File: config.mk
export PLATFORM = sky130hd
export DESIGN_NAME = usb_hostport_ctrl
export DESIGN_NICKNAME = d
export VERILOG_FILES = /design/src/rtl/usbhp_pkg.sv /design/src/rtl/hp_line_mon.sv /design/src/rtl/hp_frame_tick.sv /design/src/rtl/hp_port_fsm.sv /design/src/rtl/usb_hostport_ctrl.sv
export SDC_FILE = /design/constraint.sdc
export NUM_CORES = 1
export LEC_CHECK = 0
export BUFFER_PORTS_ARGS = -buffer_cell sky130_fd_sc_hd__buf_4
export CAP_MARGIN = 30
export CORE_ASPECT_RATIO = 0.7
export CORE_MARGIN = 8
export CORE_UTILIZATION = 62
export DETAILED_ROUTE_END_ITERATION = 8
export PLACE_DENSITY = 0.84
export SETUP_SLACK_MARGIN = 0.15
export SYNTH_ARGS = -nofsm -noshare
export SYNTH_HDL_FRONTEND = slang
export SYNTH_SLANG_ARGS = --single-unit
File: constraint.sdc
create_clock -name clk -period 2.85 [get_ports clk]
set_input_delay 0.1425 -clock clk [delete_from_list [all_inputs] [get_ports clk]]
set_output_delay 0.1425 -clock clk [all_outputs]
set_load 0.05 [all_outputs]
File: src/rtl/usbhp_pkg.sv
// Shared types and control/status word layout for the host root-port controller.
package usbhp_pkg;

    typedef enum logic [2:0] {
        PS_DISC    = 3'd0,
        PS_RESET   = 3'd1,
        PS_ENABLED = 3'd2,
        PS_SUSPEND = 3'd3,
        PS_RESUME  = 3'd4
    } port_state_e;

    typedef enum logic [1:0] {
        LREQ_IDLE = 2'd0,
        LREQ_SE0  = 2'd1,
        LREQ_K    = 2'd2
    } line_req_e;

    localparam int unsigned CSR_W   = 10;
    localparam int unsigned B_CONN  = 0;
    localparam int unsigned B_EN    = 1;
    localparam int unsigned B_ENCHG = 2;
    localparam int unsigned B_RST   = 3;
    localparam int unsigned B_SUSP  = 4;
    localparam int unsigned B_RSM   = 5;
    localparam int unsigned B_WAKE  = 6;
    localparam int unsigned B_LOW   = 7;
    localparam int unsigned B_MENCH = 8;
    localparam int unsigned B_MWAKE = 9;

endpackage

File: src/rtl/hp_line_mon.sv
// Line monitor: counts how long the sampled D+/D- pair has held one value
// and reports attach, SE0 (disconnect) and K (remote wakeup) levels once
// they have been stable for their thresholds.
// Assumes line_dp/line_dm are already synchronised to clk. The outputs are
// levels; the port FSM decides in which states they matter.
module hp_line_mon #(
    parameter int unsigned DEB_CYC  = 100000,
    parameter int unsigned DISC_CYC = 150,
    parameter int unsigned WAKE_CYC = 60
) (
    input  logic clk,
    input  logic rst_n,
    input  logic line_dp,
    input  logic line_dm,
    input  logic low_speed_i,
    output logic attach_o,
    output logic attach_low_o,
    output logic se0_o,
    output logic kstate_o
);

    localparam int unsigned MAX_A   = (DEB_CYC > DISC_CYC) ? DEB_CYC : DISC_CYC;
    localparam int unsigned CNT_MAX = (MAX_A > WAKE_CYC) ? MAX_A : WAKE_CYC;
    localparam int unsigned CW      = $clog2(CNT_MAX + 1);

    logic [1:0]    line_q;
    logic [CW-1:0] stable_cnt;
    logic [1:0]    k_code;

    // Register the line pair and count cycles it has not changed (saturating).
    always_ff @(posedge clk) begin
        if (!rst_n) begin
            line_q     <= 2'b00;
            stable_cnt <= '0;
        end else begin
            line_q <= {line_dp, line_dm};
            if ({line_dp, line_dm} != line_q)
                stable_cnt <= '0;
            else if (stable_cnt != CW'(CNT_MAX))
                stable_cnt <= stable_cnt + 1'b1;
        end
    end

    // Decode stable levels; K polarity follows the latched port speed.
    always_comb begin
        k_code       = low_speed_i ? 2'b10 : 2'b01;
        attach_o     = ((line_q == 2'b10) || (line_q == 2'b01)) &&
                       (stable_cnt >= CW'(DEB_CYC));
        attach_low_o = (line_q == 2'b01);
        se0_o        = (line_q == 2'b00) && (stable_cnt >= CW'(DISC_CYC));
        kstate_o     = (line_q == k_code) && (stable_cnt >= CW'(WAKE_CYC));
    end

endmodule

File: src/rtl/hp_frame_tick.sv
// Frame tick generator: while run_i is high, emits a one-cycle tick every
// TICK_CYC cycles; the counter is held at zero while run_i is low.
// Assumes TICK_CYC >= 2.
module hp_frame_tick #(
    parameter int unsigned TICK_CYC = 60000
) (
    input  logic clk,
    input  logic rst_n,
    input  logic run_i,
    output logic tick_o
);

    localparam int unsigned CW = $clog2(TICK_CYC);

    logic [CW-1:0] cnt;

    // Count cycles in the running state and pulse on wrap.
    always_ff @(posedge clk) begin
        if (!rst_n) begin
            cnt    <= '0;
            tick_o <= 1'b0;
        end else if (!run_i) begin
            cnt    <= '0;
            tick_o <= 1'b0;
        end else if (cnt == CW'(TICK_CYC - 1)) begin
            cnt    <= '0;
            tick_o <= 1'b1;
        end else begin
            cnt    <= cnt + 1'b1;
            tick_o <= 1'b0;
        end
    end

endmodule

File: src/rtl/hp_port_fsm.sv
// Port state machine and control/status bits. Takes software writes and
// line-monitor levels, sequences Disconnected/Reset/Enabled/Suspended/Resume,
// and keeps the sticky flags. Reset and resume durations are timed by
// software; this logic only follows the command bits.
module hp_port_fsm
    import usbhp_pkg::*;
(
    input  logic             clk,
    input  logic             rst_n,
    input  logic             wr_en,
    input  logic [CSR_W-1:0] wdata,
    input  logic             attach_i,
    input  logic             attach_low_i,
    input  logic             se0_i,
    input  logic             kstate_i,
    output port_state_e      state_o,
    output logic             conn_o,
    output logic             port_en_o,
    output logic             en_chg_o,
    output logic             rst_bit_o,
    output logic             susp_o,
    output logic             rsm_o,
    output logic             wake_o,
    output logic             low_o,
    output logic             msk_en_o,
    output logic             msk_wk_o
);

    port_state_e state_q, state_d;
    logic        conn_low_q;
    logic        disc_ev, go_disc, wake_ev, reset_done, rsm_done, susp_req;

    // Event decode from current state and monitor levels.
    always_comb begin
        disc_ev    = se0_i && conn_o;
        go_disc    = disc_ev && (state_q == PS_DISC || state_q == PS_ENABLED ||
                                 state_q == PS_SUSPEND);
        wake_ev    = (state_q == PS_SUSPEND) && kstate_i && !disc_ev;
        reset_done = (state_q == PS_RESET) && !rst_bit_o;
        rsm_done   = (state_q == PS_RESUME) && !rsm_o;
        susp_req   = wr_en && wdata[B_SUSP] && (state_q == PS_ENABLED) && !rst_bit_o;
    end

    // Next-state selection.
    always_comb begin
        state_d = state_q;
        unique case (state_q)
            PS_DISC:    if (conn_o && rst_bit_o && !disc_ev) state_d = PS_RESET;
            PS_RESET:   if (!rst_bit_o) state_d = PS_ENABLED;
            PS_ENABLED: begin
                if (disc_ev)        state_d = PS_DISC;
                else if (rst_bit_o) state_d = PS_RESET;
                else if (susp_o)    state_d = PS_SUSPEND;
            end
            PS_SUSPEND: begin
                if (disc_ev)                state_d = PS_DISC;
                else if (kstate_i || rsm_o) state_d = PS_RESUME;
            end
            PS_RESUME:  if (!rsm_o) state_d = PS_ENABLED;
            default:    state_d = PS_DISC;
        endcase
    end

    // State register.
    always_ff @(posedge clk) begin
        if (!rst_n) state_q <= PS_DISC;
        else        state_q <= state_d;
    end

    // Connection, enable and speed bits.
    always_ff @(posedge clk) begin
        if (!rst_n) begin
            conn_o     <= 1'b0;
            conn_low_q <= 1'b0;
            port_en_o  <= 1'b0;
            low_o      <= 1'b0;
        end else begin
            if (go_disc) begin
                conn_o <= 1'b0;
            end else if (state_q == PS_DISC && !conn_o && attach_i) begin
                conn_o     <= 1'b1;
                conn_low_q <= attach_low_i;
            end
            if (go_disc)
                port_en_o <= 1'b0;
            else if (reset_done)
                port_en_o <= 1'b1;
            else if (state_q == PS_ENABLED && rst_bit_o)
                port_en_o <= 1'b0;
            if (reset_done)
                low_o <= conn_low_q;
        end
    end

    // Command bits: reset, suspend, resume.
    always_ff @(posedge clk) begin
        if (!rst_n) begin
            rst_bit_o <= 1'b0;
            susp_o    <= 1'b0;
            rsm_o     <= 1'b0;
        end else begin
            if (wr_en)
                rst_bit_o <= wdata[B_RST];
            if (go_disc || rsm_done)
                susp_o <= 1'b0;
            else if (susp_req)
                susp_o <= 1'b1;
            if (go_disc)
                rsm_o <= 1'b0;
            else if (wake_ev)
                rsm_o <= 1'b1;
            else if (wr_en && (state_q == PS_SUSPEND || state_q == PS_RESUME))
                rsm_o <= wdata[B_RSM];
        end
    end

    // Sticky write-1-to-clear flags and mask bits; hardware set wins.
    always_ff @(posedge clk) begin
        if (!rst_n) begin
            en_chg_o <= 1'b0;
            wake_o   <= 1'b0;
            msk_en_o <= 1'b0;
            msk_wk_o <= 1'b0;
        end else begin
            if ((go_disc && port_en_o) || reset_done)
                en_chg_o <= 1'b1;
            else if (wr_en && wdata[B_ENCHG])
                en_chg_o <= 1'b0;
            if (wake_ev)
                wake_o <= 1'b1;
            else if (wr_en && wdata[B_WAKE])
                wake_o <= 1'b0;
            if (wr_en) begin
                msk_en_o <= wdata[B_MENCH];
                msk_wk_o <= wdata[B_MWAKE];
            end
        end
    end

    assign state_o = state_q;

    // the enable bit never rises without the enable-change flag.
    a_r4_en_rise_flags: assert property (@(posedge clk) disable iff (!rst_n)
        $rose(port_en_o) |-> en_chg_o);

    // the suspend bit is only ever held by an enabled port.
    a_r6_susp_needs_en: assert property (@(posedge clk) disable iff (!rst_n)
        susp_o |-> port_en_o);

    // a new wakeup flag always comes with the resume bit set.
    a_r8_wake_sets_resume: assert property (@(posedge clk) disable iff (!rst_n)
        $rose(wake_o) |-> rsm_o);

    // losing the connection clears enable and suspend in the same cycle.
    a_r9_disc_clears: assert property (@(posedge clk) disable iff (!rst_n)
        $fell(conn_o) |-> (!port_en_o && !susp_o));

endmodule

File: src/rtl/usb_hostport_ctrl.sv
// Host root-port controller top: joins the line monitor, the port FSM and
// the frame tick, builds the status word, line request and interrupt.
// Assumes line inputs are synchronised and the PHY acts on phy_line_req.
module usb_hostport_ctrl
    import usbhp_pkg::*;
#(
    parameter int unsigned DEB_CYC  = 100000,
    parameter int unsigned DISC_CYC = 150,
    parameter int unsigned WAKE_CYC = 60,
    parameter int unsigned TICK_CYC = 60000
) (
    input  logic             clk,
    input  logic             rst_n,
    input  logic             csr_wr_en,
    input  logic [CSR_W-1:0] csr_wdata,
    output logic [CSR_W-1:0] csr_rdata,
    input  logic             line_dp,
    input  logic             line_dm,
    output logic [1:0]       phy_line_req,
    output logic             sof_pulse,
    output logic             keepalive_pulse,
    output logic             port_irq
);

    port_state_e state;
    logic attach, attach_low, se0, kstate, tick;
    logic conn, port_en, en_chg, rst_bit, susp, rsm, wake, low, msk_en, msk_wk;

    hp_line_mon #(
        .DEB_CYC (DEB_CYC),
        .DISC_CYC(DISC_CYC),
        .WAKE_CYC(WAKE_CYC)
    ) u_mon (
        .clk         (clk),
        .rst_n       (rst_n),
        .line_dp     (line_dp),
        .line_dm     (line_dm),
        .low_speed_i (low),
        .attach_o    (attach),
        .attach_low_o(attach_low),
        .se0_o       (se0),
        .kstate_o    (kstate)
    );

    hp_port_fsm u_fsm (
        .clk         (clk),
        .rst_n       (rst_n),
        .wr_en       (csr_wr_en),
        .wdata       (csr_wdata),
        .attach_i    (attach),
        .attach_low_i(attach_low),
        .se0_i       (se0),
        .kstate_i    (kstate),
        .state_o     (state),
        .conn_o      (conn),
        .port_en_o   (port_en),
        .en_chg_o    (en_chg),
        .rst_bit_o   (rst_bit),
        .susp_o      (susp),
        .rsm_o       (rsm),
        .wake_o      (wake),
        .low_o       (low),
        .msk_en_o    (msk_en),
        .msk_wk_o    (msk_wk)
    );

    hp_frame_tick #(
        .TICK_CYC(TICK_CYC)
    ) u_tick (
        .clk   (clk),
        .rst_n (rst_n),
        .run_i (state == PS_ENABLED),
        .tick_o(tick)
    );

    // Assemble status word, line request, tick routing and interrupt.
    always_comb begin
        csr_rdata          = '0;
        csr_rdata[B_CONN]  = conn;
        csr_rdata[B_EN]    = port_en;
        csr_rdata[B_ENCHG] = en_chg;
        csr_rdata[B_RST]   = rst_bit;
        csr_rdata[B_SUSP]  = susp;
        csr_rdata[B_RSM]   = rsm;
        csr_rdata[B_WAKE]  = wake;
        csr_rdata[B_LOW]   = low;
        csr_rdata[B_MENCH] = msk_en;
        csr_rdata[B_MWAKE] = msk_wk;
        unique case (state)
            PS_RESET:  phy_line_req = LREQ_SE0;
            PS_RESUME: phy_line_req = LREQ_K;
            default:   phy_line_req = LREQ_IDLE;
        endcase
        sof_pulse       = tick && !low;
        keepalive_pulse = tick && low;
        port_irq        = (en_chg && msk_en) || (wake && msk_wk);
    end

    // SE0 is only requested when the reset command was set.
    a_r3_se0_needs_cmd: assert property (@(posedge clk) disable iff (!rst_n)
        (phy_line_req == LREQ_SE0) |-> $past(rst_bit));

    // a tick only follows a cycle in which the port was enabled.
    a_r5_tick_when_enabled: assert property (@(posedge clk) disable iff (!rst_n)
        (sof_pulse || keepalive_pulse) |-> $past(port_en));

    // a tick is never routed to both outputs.
    a_r5_one_kind: assert property (@(posedge clk) disable iff (!rst_n)
        !(sof_pulse && keepalive_pulse));

endmodule

==> results of run 1 <==
==> registers in the layout, indices dropped and copies added (netlist names) <==
| signal | flops |
|---|---|
| u_fsm.rst_bit_o | 1 |
| u_fsm.conn_o | 1 |
| u_fsm.state_o | 3 |
| u_fsm.en_chg_o | 1 |
| u_tick.cnt | 16 |
| u_fsm.susp_o | 1 |
| u_fsm.msk_wk_o | 1 |
| u_fsm.low_o | 1 |
| u_mon.line_q | 2 |
| u_fsm.rsm_o | 1 |
| u_fsm.conn_low_q | 1 |
| u_fsm.port_en_o | 1 |
| u_fsm.wake_o | 1 |
| u_tick.tick_o | 1 |
| u_mon.stable_cnt | 17 |
| u_fsm.msk_en_o | 1 |
==> layer usage <==
layer | track usage, % | vias to the layer above | part of all wire, %
li1 | - | 1053 | -
met1 | 20.7 | 916 | 50
met2 | 22.4 | 43 | 43
met3 | 4.59 | 8 | 5.0
met4 | 6.13 | 0 | 1.4
met5 | 0 | - | 0
==> final cells by class <==
type                       instances  area [µm²]  share of cell area [%]
clock buffer                       5        68.8                    2.41
clock inverter                     2        38.8                    1.36
inverter                          12        45.0                    1.57
multi-input combinational        219        1450                    50.6
sequential                        50        1000                    35.0
tap                               52        65.1                    2.27
timing repair buffer              26         195                    6.82
==> through the flow <==
stage / worst slack (ns) / power, mW / instance area, µm²
4_1_cts: 0.961 / 1.28 / 2860
3_3_place_gp: 1.12 / 0.782 / 2750
6_report: 0.949 / 1.26 / 2860
3_5_place_dp: 1.07 / 0.783 / 2750
2_1_floorplan: 0.434 / 0.764 / 2620
5_1_grt: 0.851 / 1.31 / 2860
==> cells in the mapped netlist, types with 6 or more instances <==
cell      number  share of area (%)
nor2b_1        7                1.7
xnor2_1       16                5.4
nand3_1       18                3.4
nand2_1       19                2.7
clkbuf_1       8                1.1
nor2_1        44                6.3
inv_1         12                1.7
a21oi_1        9                1.7
nor3_1         8                1.5
xor2_1        14                4.7
mux2i_1        6                2.3
buf_4         10                2.9
o21ai_0        7                1.3
dfxtp_1       50                 38
==> logic make-up (layout without fill, tap and decap cells) <==
group,Yosys count,in the layout,share of synthesized area [%]
AOI/OAI and AO/OA,41,41,11.4
xor gates and xnor gates,30,30,10.0
adders and majority gates,5,5,2.39
buffers and inverters,34,45,6.50
DFF,50,50,38.2
muxes,6,6,2.29
and+or+nand+nor,137,137,29.2
==> critical path: cells and delay by family, from the launching register on <==
kind | cells | cell delay, ns
DFF | 1 | 0.66
and+or+nand+nor | 1 | 0.50
buffers and inverters | 1 | 0.29
==> how the worst max path moves through the flow <==
stage	startpoint	end	cells after the start
floorplan	u_fsm.state_o[0]$_SDFFE_PN0P_	u_fsm.rsm_o$_SDFFE_PP0P_	5
global placement	u_fsm.state_o[0]$_SDFFE_PN0P_	u_tick.cnt[13]$_SDFF_PP0_	4
detailed placement	u_fsm.state_o[0]$_SDFFE_PN0P_	u_tick.cnt[2]$_SDFF_PP0_	4
CTS	u_fsm.state_o[2]$_SDFFE_PN0P_	phy_line_req[1]	2
global route	u_fsm.state_o[2]$_SDFFE_PN0P_	phy_line_req[1]	2
finish	u_fsm.state_o[2]$_SDFFE_PN0P_	phy_line_req[1]	2
==> placed cells by master (no fill, tap or decap), types with 2 or more instances in the layout <==
| cell type | count |
|---|---|
| dfxtp_1 | 50 |
| nor2_1 | 44 |
| buf_4 | 26 |
| nand2_1 | 19 |
| nand3_1 | 18 |
| xnor2_1 | 16 |
| xor2_1 | 14 |
| inv_1 | 12 |
| a21oi_1 | 9 |
| nor3_1 | 8 |
| nor2b_1 | 7 |
| o21ai_0 | 7 |
| mux2i_1 | 6 |
| ha_1 | 5 |
| clkbuf_8 | 5 |
| nor3b_1 | 4 |
| and2_1 | 4 |
| nand4_1 | 4 |
| and3_1 | 4 |
| nor4_2 | 3 |
| a21boi_1 | 3 |
| a31oi_1 | 3 |
| or3_1 | 2 |
| o21ai_1 | 2 |
| nand2b_1 | 2 |
| or4_1 | 2 |
| nor4b_1 | 2 |
| nor3_2 | 2 |
==> power breakdown <==
group          switching (mW)  internal [mW]  leakage (nW)
sequential            0.00625          0.703         0.404
clock                   0.237          0.258        0.0542
combinational          0.0309         0.0256         0.548
total                   0.274          0.987          1.01
==> results.md, run 1 <==
- Initial antenna violation count: 0
- Layout cells sized above 1: ~15%
- Status: completed
- Reg clk slew, reported paths: around 0.090 ns
- Post-Layout Cell Count: approximately 370
- Asr flop ratio synth: 0%
- Area Overhead vs Synth: 9.27%
- CP Max Fanout: 16
- Final ANT Viol Nets: 0
- Tmin final: 1.90 ns
- Max cap viols: 0
- P_leak: 1.01 nW
- RSZ-0062 raised after global routing: false
- DRT iter0 DRCs: around 100
- CP endpoint kind: output pin
- Vias: 2,020
- Tcrit/Tclk final: 66.7%
- Slew Limit Headroom: 56.9%
- CTS-repair resized insts: 0
- Hold Path Class: input port to register
- Sum of negative setup slack: 0 ns
- Register-to-Register Path Depth: 4
- CTS tree: built
- Post-CTS setup repair buffer count: 0
- Vias in the first global route: 1,792
- H-tree level count: 2
- Cells after DPL: about 360
- Post-Synthesis Cells: 303
- Routed wire length: 4.99 mm
- Pwr/cell area: 441 mW/mm²
- Peak supply drop: between 0.3 and 0.4 mV
- DPL Wire Length: 3.67 mm
- GPL Wtd Cong: 0.848
- Core area: 0.00399 mm²
- Mapped cell area: 0.00262 mm²
- Post-CTS Hold Buffers: 0
- Initial core utilization: around 66%
- Least-Margin Pin Slew: 0.644 ns
- Final #Nets: 334
- Row count: 19
- TritonRoute pass-1 iters: 4
- Cell Chain, Critical Path: nor3b_1 -> buf_4
- Crit path DAT: between 1.5 and 2 ns
- Top Ports: 30
- Largest net degree at the start of global routing: 21
- Critical setup path kind: register to output pin
- Worst EP required: 2.71 ns
- Die area: 0.00659 mm²
- Antenna cells: 0
- Reg-to-reg startpoint: u_fsm.state_o[0]$_SDFFE_PN0P_
- Setup slack, reg-to-reg: roughly 1.1 ns
- GRT Util Overall: 15.4%
- Worst hold slack: around 0.061 ns
- First-pass GRT wire length: 8.28 mm
- Hold path start: line_dm
- I/O Buffers: 26
- Clock Skew: 0.00392 ns
- Yosys synthesis warning count: 0
- Flops & latches, synth: 50
- Fin. Hold Viols: 0
- Sequential share of the synthesized area: a little under two fifths
- CTS sink count: 50
- Depth of the worst hold-timing path: 2
- Root Buffer: clkbuf_8
- Routed WL per cell: 13.6 µm
- Fmax: ~530 MHz
- Die H: 70.4 µm
- Mean Syn Cell Area: ~8.6 µm²
- Primary FF master, synth: dfxtp_1
- Util after Layout: a little under three quarters
- Post-synth EDFFs: 0
- Die Width: 93.7 µm
- Worst skew pair latency: 0.31 ns
- DRC: 0
- Max stage delay on crit path: between 0.6 and 0.7 ns
- Library cells used by synthesis: 58
- Filler instances: approximately 320
- Reg2reg end: u_tick.cnt[7]$_SDFF_PP0_
- Gr ovfl total: 0
- Vias per cell: 5.52
- Post-Syn Nets: 323
- Clk buf depth: 2
- Worst hold endpoint: u_mon.line_q[0]$_SDFF_PN0_
- Cts bufs inserted: 5
- Worst path slowest cell: dfxtp_1
- Slew Limit Fails: 0
- Critical Path Start Type: register
- Setup violators final: 0
Note: power is estimated with default switching activity, not from simulation.
==> inputs of run 2 (changes only) <==
--- a/config.mk
+++ b/config.mk
@@ -9,9 +9,9 @@
 export CAP_MARGIN = 30
 export CORE_ASPECT_RATIO = 0.7
 export CORE_MARGIN = 8
-export CORE_UTILIZATION = 62
+export CORE_UTILIZATION = 58
 export DETAILED_ROUTE_END_ITERATION = 8
-export PLACE_DENSITY = 0.84
+export PLACE_DENSITY = 0.79
 export SETUP_SLACK_MARGIN = 0.15
 export SYNTH_ARGS = -nofsm -noshare
 export SYNTH_HDL_FRONTEND = slang
==> constraint.sdc (replaced) <==
create_clock -name clk -period 1.9 [get_ports clk]
set_input_delay 0.095 -clock clk [delete_from_list [all_inputs] [get_ports clk]]
set_output_delay 0.095 -clock clk [all_outputs]
set_load 0.05 [all_outputs]
==> results.md, run 2 (synthesized netlist as in run 1, its figures left out) <==
- Tcrit/Tclk final: 87.4%
- Worst Setup SP: u_mon.stable_cnt[14]$_SDFFE_PP0N_
- Initial core utilization: 60.5% (-5.1 points)
- Die area: 0.00695 mm² (+5.5%)
- Reg-to-reg startpoint: u_mon.stable_cnt[14]$_SDFFE_PP0N_
- Vias per cell: 5.49 (-0.49%)
- Commonest cells after routing, fill and taps aside: 48 x dfxtp_1, 44 x nor2_1, 34 x buf_4
- TritonRoute pass-1 iters: 4 (unchanged)
- Slew Limit Fails: 0 (unchanged)
- Routed wire length: 5.29 mm (+6.0%)
- Initial antenna violation count: 0 (unchanged)
- Largest Register: u_mon.stable_cnt
- Post-Layout Cell Count: 378 (+3.3%)
- Row count: 20 (+1)
- Vias: 2,076 (+2.8%)
- Worst skew pair latency: 0.31 ns (about the same)
- Reg clk slew, reported paths: 0.09 ns (about the same)
- Least-Margin Pin Slew: 0.514 ns (-0.130 ns)
- GRT Util Overall: 16.1% (+0.64 points)
- Worst path slowest cell: dfxtp_1
- Util after Layout: 68.7% (-2.9 points)
- RSZ-0062 raised after global routing: true
- Cell Chain, Critical Path: nor4_4 -> o2111ai_1 -> a21oi_1 -> a221oi_4 -> a32o_1
- Routed WL per cell: 14.0 µm (+2.6%)
- Die H: 72.2 µm (+2.6%)
- Top Ports: 30 (unchanged)
- DP Area: 0.00283 mm² (+2.9%)
- CP endpoint kind: register
- Final #Nets: 342 (+2.4%)
- Sum of negative setup slack: 0 ns (unchanged)
- Layout cells sized above 1: 19.5% (+4.2 points)
- Slew Limit Headroom: 65.7% (+8.8 points)
- Crit path DAT: 1.87 ns (+0.11 ns)
- DRC: 0 (unchanged)
- Setup slack, reg-to-reg: 0.24 ns (-0.84 ns)
- Critical setup path kind: register to register
- Max stage delay on crit path: 0.38 ns (-0.28 ns)
- Largest net degree at the start of global routing: 19 (-9.5%)
- Status: completed
- Register area: 0.00100 mm² (+0.25%)
- Critical Path Start Type: register
- P_leak: 1.06 nW (+5.3%)
- Antenna cells: 0 (unchanged)
- Die Width: 96.3 µm (+2.8%)
- Number of flip-flops under the largest register name: 17 (unchanged)
- Gr ovfl total: 0 (unchanged)
- Design area: 0.00297 mm² (+3.9%)
- Hold Path Class: input port to register
- DRT iter0 DRCs: 148 (+45%)
- Design Power: 1.81 mW (+44%)
- Setup WS post-layout: 0.240 ns (-0.708 ns)
- Cts bufs inserted: 5 (unchanged)
- CP delay by family, top: compound AO/OA/AOI/OAI gates
- Clock Skew: 0.00688 ns (+0.00296 ns)
- Pre-CTS setup slack: 0.225 ns (-0.848 ns)
- Worst hold slack: 0.0196 ns (-0.0412 ns)
- Cells after DPL: 369 (+2.8%)
- Area Overhead vs Synth: 13.6%
- DPL Wire Length: 3.88 mm (+5.9%)
- Peak supply drop: 0.487 mV (+22%)
- Post-CTS Hold Buffers: 0 (unchanged)
- Max cap viols: 0 (unchanged)
- Setup violators final: 0 (unchanged)
- Clk buf depth: 2 (unchanged)
- Multi-input gate area: 0.00150 mm² (+3.7%)
- Filler instances: 351 (+9.0%)
- CTS tree: built
- Hold path start: line_dp
- I/O Buffers: 26 (unchanged)
- CTS sink count: 50 (unchanged)
- Tmin final: around 1.7 ns
- Fin. Hold Viols: 0 (unchanged)
- Root Buffer: clkbuf_8
- Fmax: ~600 MHz
- H-tree level count: 2 (unchanged)
- GPL Wtd Cong: 0.868 (+2.3%)
- CP Max Fanout: 5 (-11)
- Core area: 0.00433 mm² (+8.4%)
- Worst EP required: 2.11 ns (-0.60 ns)
- Vias in the first global route: 1,913 (+6.8%)
- Most common cell after layout, fill and taps aside: dfxtp_1
- Pwr/cell area: 610 mW/mm² (+38%)
- WP buf/inv: 0 (-1)
- Final ANT Viol Nets: 0 (unchanged)
- First-pass GRT wire length: 8.94 mm (+7.9%)
## run 2: changes by cell type in the layout (fill, tap and decap cells not counted), sizes merged
| cell | change |
|---|---|
| bufinv | -1 |
| clkinv | +1 |
| buf | +8 |
| clkbuf | +1 |
## run 2: power by group
| part | leakage, nW | switching [mW] | internal [mW] |
|---|---|---|---|
| Combinational | 0.604 | 0.0487 | 0.0404 |
| Sequential | 0.404 | 0.00939 | 1.06 |
| Clock | 0.0514 | 0.358 | 0.300 |
## run 2: final timing paths
kind,to,cells past startpoint
worst max-delay path,u_fsm.state_o[2]$_SDFFE_PN0P_,5
worst min-delay path,u_mon.line_q[1]$_SDFF_PN0_,2
worst max register to register,u_fsm.state_o[2]$_SDFFE_PN0P_,5
worst min register to register,u_tick.cnt[0]$_SDFF_PP0_,1
## run 2: metal layers
layer	vias to the layer above	global-route usage, %	share of wire (%)
li1	1074	-	-
met1	943	22.8	51
met2	51	22.9	42
met3	8	3.61	5.4
met4	0	6.02	1.2
met5	-	0	0
## run 2: layout make-up
class,instances,share of cell area [%]
Sequential cell,50,33.8
Multi-Input combinational cell,219,50.5
Clock buffer,6,2.78
Timing Repair Buffer,34,8.59
Tap cell,55,2.31
Clock inverter,2,0.589
Inverter,12,1.52
## run 2: repair_timing
item                       in CTS  in global routing
gates resized for setup         0                  7
setup endpoints to repair       0                  8
buffers inserted                0                  1
==> inputs of run 3 (changes only) <==
--- a/config.mk
+++ b/config.mk
@@ -11,7 +11,7 @@
 export CORE_MARGIN = 8
 export CORE_UTILIZATION = 58
 export DETAILED_ROUTE_END_ITERATION = 8
-export PLACE_DENSITY = 0.79
+export PLACE_DENSITY_LB_ADDON = 0.1
 export SETUP_SLACK_MARGIN = 0.15
 export SYNTH_ARGS = -nofsm -noshare
 export SYNTH_HDL_FRONTEND = slang
==> results.md, run 3 (synthesized netlist as in run 1, its figures left out) <==
- Final ANT Viol Nets: 0 (unchanged)
- Fin. Hold Viols: 0 (unchanged)
- Final #Nets: 344 (+0.58%)
- Critical setup path kind: register to register
- Slew Limit Headroom: 69.9% (+4.2 points)
- Hold Path Class: input port to register
- CTS tree: built
- P_leak: 1.07 nW (+1.3%)
- Die Width: 96.3 µm (unchanged)
- Layout cells sized above 1: 22.3% (+2.8 points)
- Routed WL per cell: 14.3 µm (+2.5%)
- Setup violators final: 0 (unchanged)
- Row count: 20 (unchanged)
- Util after Layout: 69.2% (+0.52 points)
- Max cap viols: 0 (unchanged)
- Critical Path Start Type: register
- Status: completed
- Routed wire length: 5.42 mm (+2.5%)
- DP Area: 0.00282 mm² (-0.27%)
- Reg clk slew, reported paths: 0.09 ns (about the same)
- Design area: 0.00300 mm² (+0.76%)
- GRT Util Overall: 16.3% (+0.24 points)
- Sum of negative setup slack: 0 ns (unchanged)
- Vias in the first global route: 1,961 (+2.5%)
- Antenna cells: 0 (unchanged)
- Fmax: 584 MHz (-3.0%)
- DRT iter0 DRCs: 103 (-30%)
- Core area: 0.00433 mm² (unchanged)
- Initial core utilization: 60.5% (unchanged)
- Area Overhead vs Synth: 14.4%
- Gr ovfl total: 0 (unchanged)
- CP endpoint kind: register
- Least-Margin Pin Slew: 0.451 ns (-0.0632 ns)
- Slew Limit Fails: 0 (unchanged)
- Clock Skew: 0.00633 ns (-0.000556 ns)
- Crit path DAT: 1.95 ns (+0.08 ns)
- Vias per cell: 5.59 (+1.7%)
- Most common cell after layout, fill and taps aside: nor2_1
- Die H: 72.2 µm (unchanged)
- Die area: 0.00695 mm² (unchanged)
- DRC: 0 (unchanged)
- Largest Register: u_mon.stable_cnt
- Commonest cells after routing, fill and taps aside: 44 x nor2_1, 43 x dfxtp_1, 36 x buf_4
- Initial antenna violation count: 0 (unchanged)
- RSZ-0062 raised after global routing: true
- Filler instances: 357 (+1.7%)
- Peak supply drop: 0.480 mV (-1.5%)
- Tmin final: 1.71 ns (+0.0512 ns)
- H-tree level count: 2 (unchanged)
- CTS sink count: 50 (unchanged)
- Cts bufs inserted: 5 (unchanged)
- GPL Wtd Cong: 0.848 (-2.3%)
- DPL Wire Length: 3.88 mm (about the same)
- CP Max Fanout: 7 (+2)
- Root Buffer: clkbuf_8
- Vias: 2,112 (+1.7%)
- Worst EP required: 2.14 ns (+0.03 ns)
- Post-CTS Hold Buffers: 0 (unchanged)
- First-pass GRT wire length: 9.09 mm (+1.7%)
- TritonRoute pass-1 iters: 4 (unchanged)
- Worst skew pair latency: 0.30 ns (about the same)
- I/O Buffers: 26 (unchanged)
- Top Ports: 30 (unchanged)
- Pwr/cell area: 590 mW/mm² (-3.2%)
- Largest net degree at the start of global routing: 19 (unchanged)
- Clk buf depth: 2 (unchanged)
- Tcrit/Tclk final: 90.1% (+2.7 points)
- Number of flip-flops under the largest register name: 17 (unchanged)
[run 3: timing repair]
action	4_1_cts	5_1_grt
setup endpoints to repair	0	8
buffers inserted	0	4
gates resized for setup	0	18
[run 3: through the flow]
step | instances | hold slack, ns | power (mW) | setup WS, ns
floorplan | 303 | 0.222 | 1.15 | 0.223
global placement | 368 | 0.328 | 1.18 | 0.232
detailed placement | 368 | 0.330 | 1.18 | 0.217
CTS | 374 | 0.0151 | 1.78 | 0.190
global route | 378 | 0.0193 | 1.84 | 0.0955
finish | 378 | 0.0173 | 1.77 | 0.189
[run 3: final cells by class]
| type | count | area [µm²] | share of cell area, % |
|---|---|---|---|
| inverters | 12 | 45.0 | 1.50 |
| multi-input cells | 219 | 1510 | 50.5 |
| repair buffers | 36 | 270 | 9.02 |
| well taps | 55 | 68.8 | 2.30 |
| clock buffers | 6 | 82.6 | 2.76 |
| flip-flops and latches | 50 | 1010 | 33.9 |
[run 3: final timing paths]
kind / slack (ns) / startpoint / end / cells past startpoint
min reg2reg: 0.48 / u_tick.cnt[0]$_SDFF_PP0_ / u_tick.cnt[0]$_SDFF_PP0_ / 1
min: 0.02 / line_dm / u_mon.line_q[0]$_SDFF_PN0_ / 2
max: 0.19 / u_mon.stable_cnt[3]$_SDFFE_PP0N_ / u_fsm.state_o[0]$_SDFFE_PN0P_ / 5
max reg2reg: 0.19 / u_mon.stable_cnt[3]$_SDFFE_PP0N_ / u_fsm.state_o[0]$_SDFFE_PN0P_ / 5
[run 3: metal layers]
layer	vias up	part of all wire, %	GRT usage [%]
met3	6	5.5	5.46
met2	53	43	23.1
met5	-	0	0
met4	0	0.81	3.51
li1	1080	-	-
met1	973	51	23.1
[run 3: worst max-delay path: stages, from the launching register on]
cell and delay [ns]:
dfxtp_1 0.46, nand3_2 0.23, o2111ai_2 0.31, a21oi_2 0.11, a221oi_2 0.31, mux2i_1 0.23
[run 3: report_power, final]
group	switching (mW)	internal [mW]
registers	0.00957	1.05
logic	0.0493	0.0426
clock network	0.332	0.281
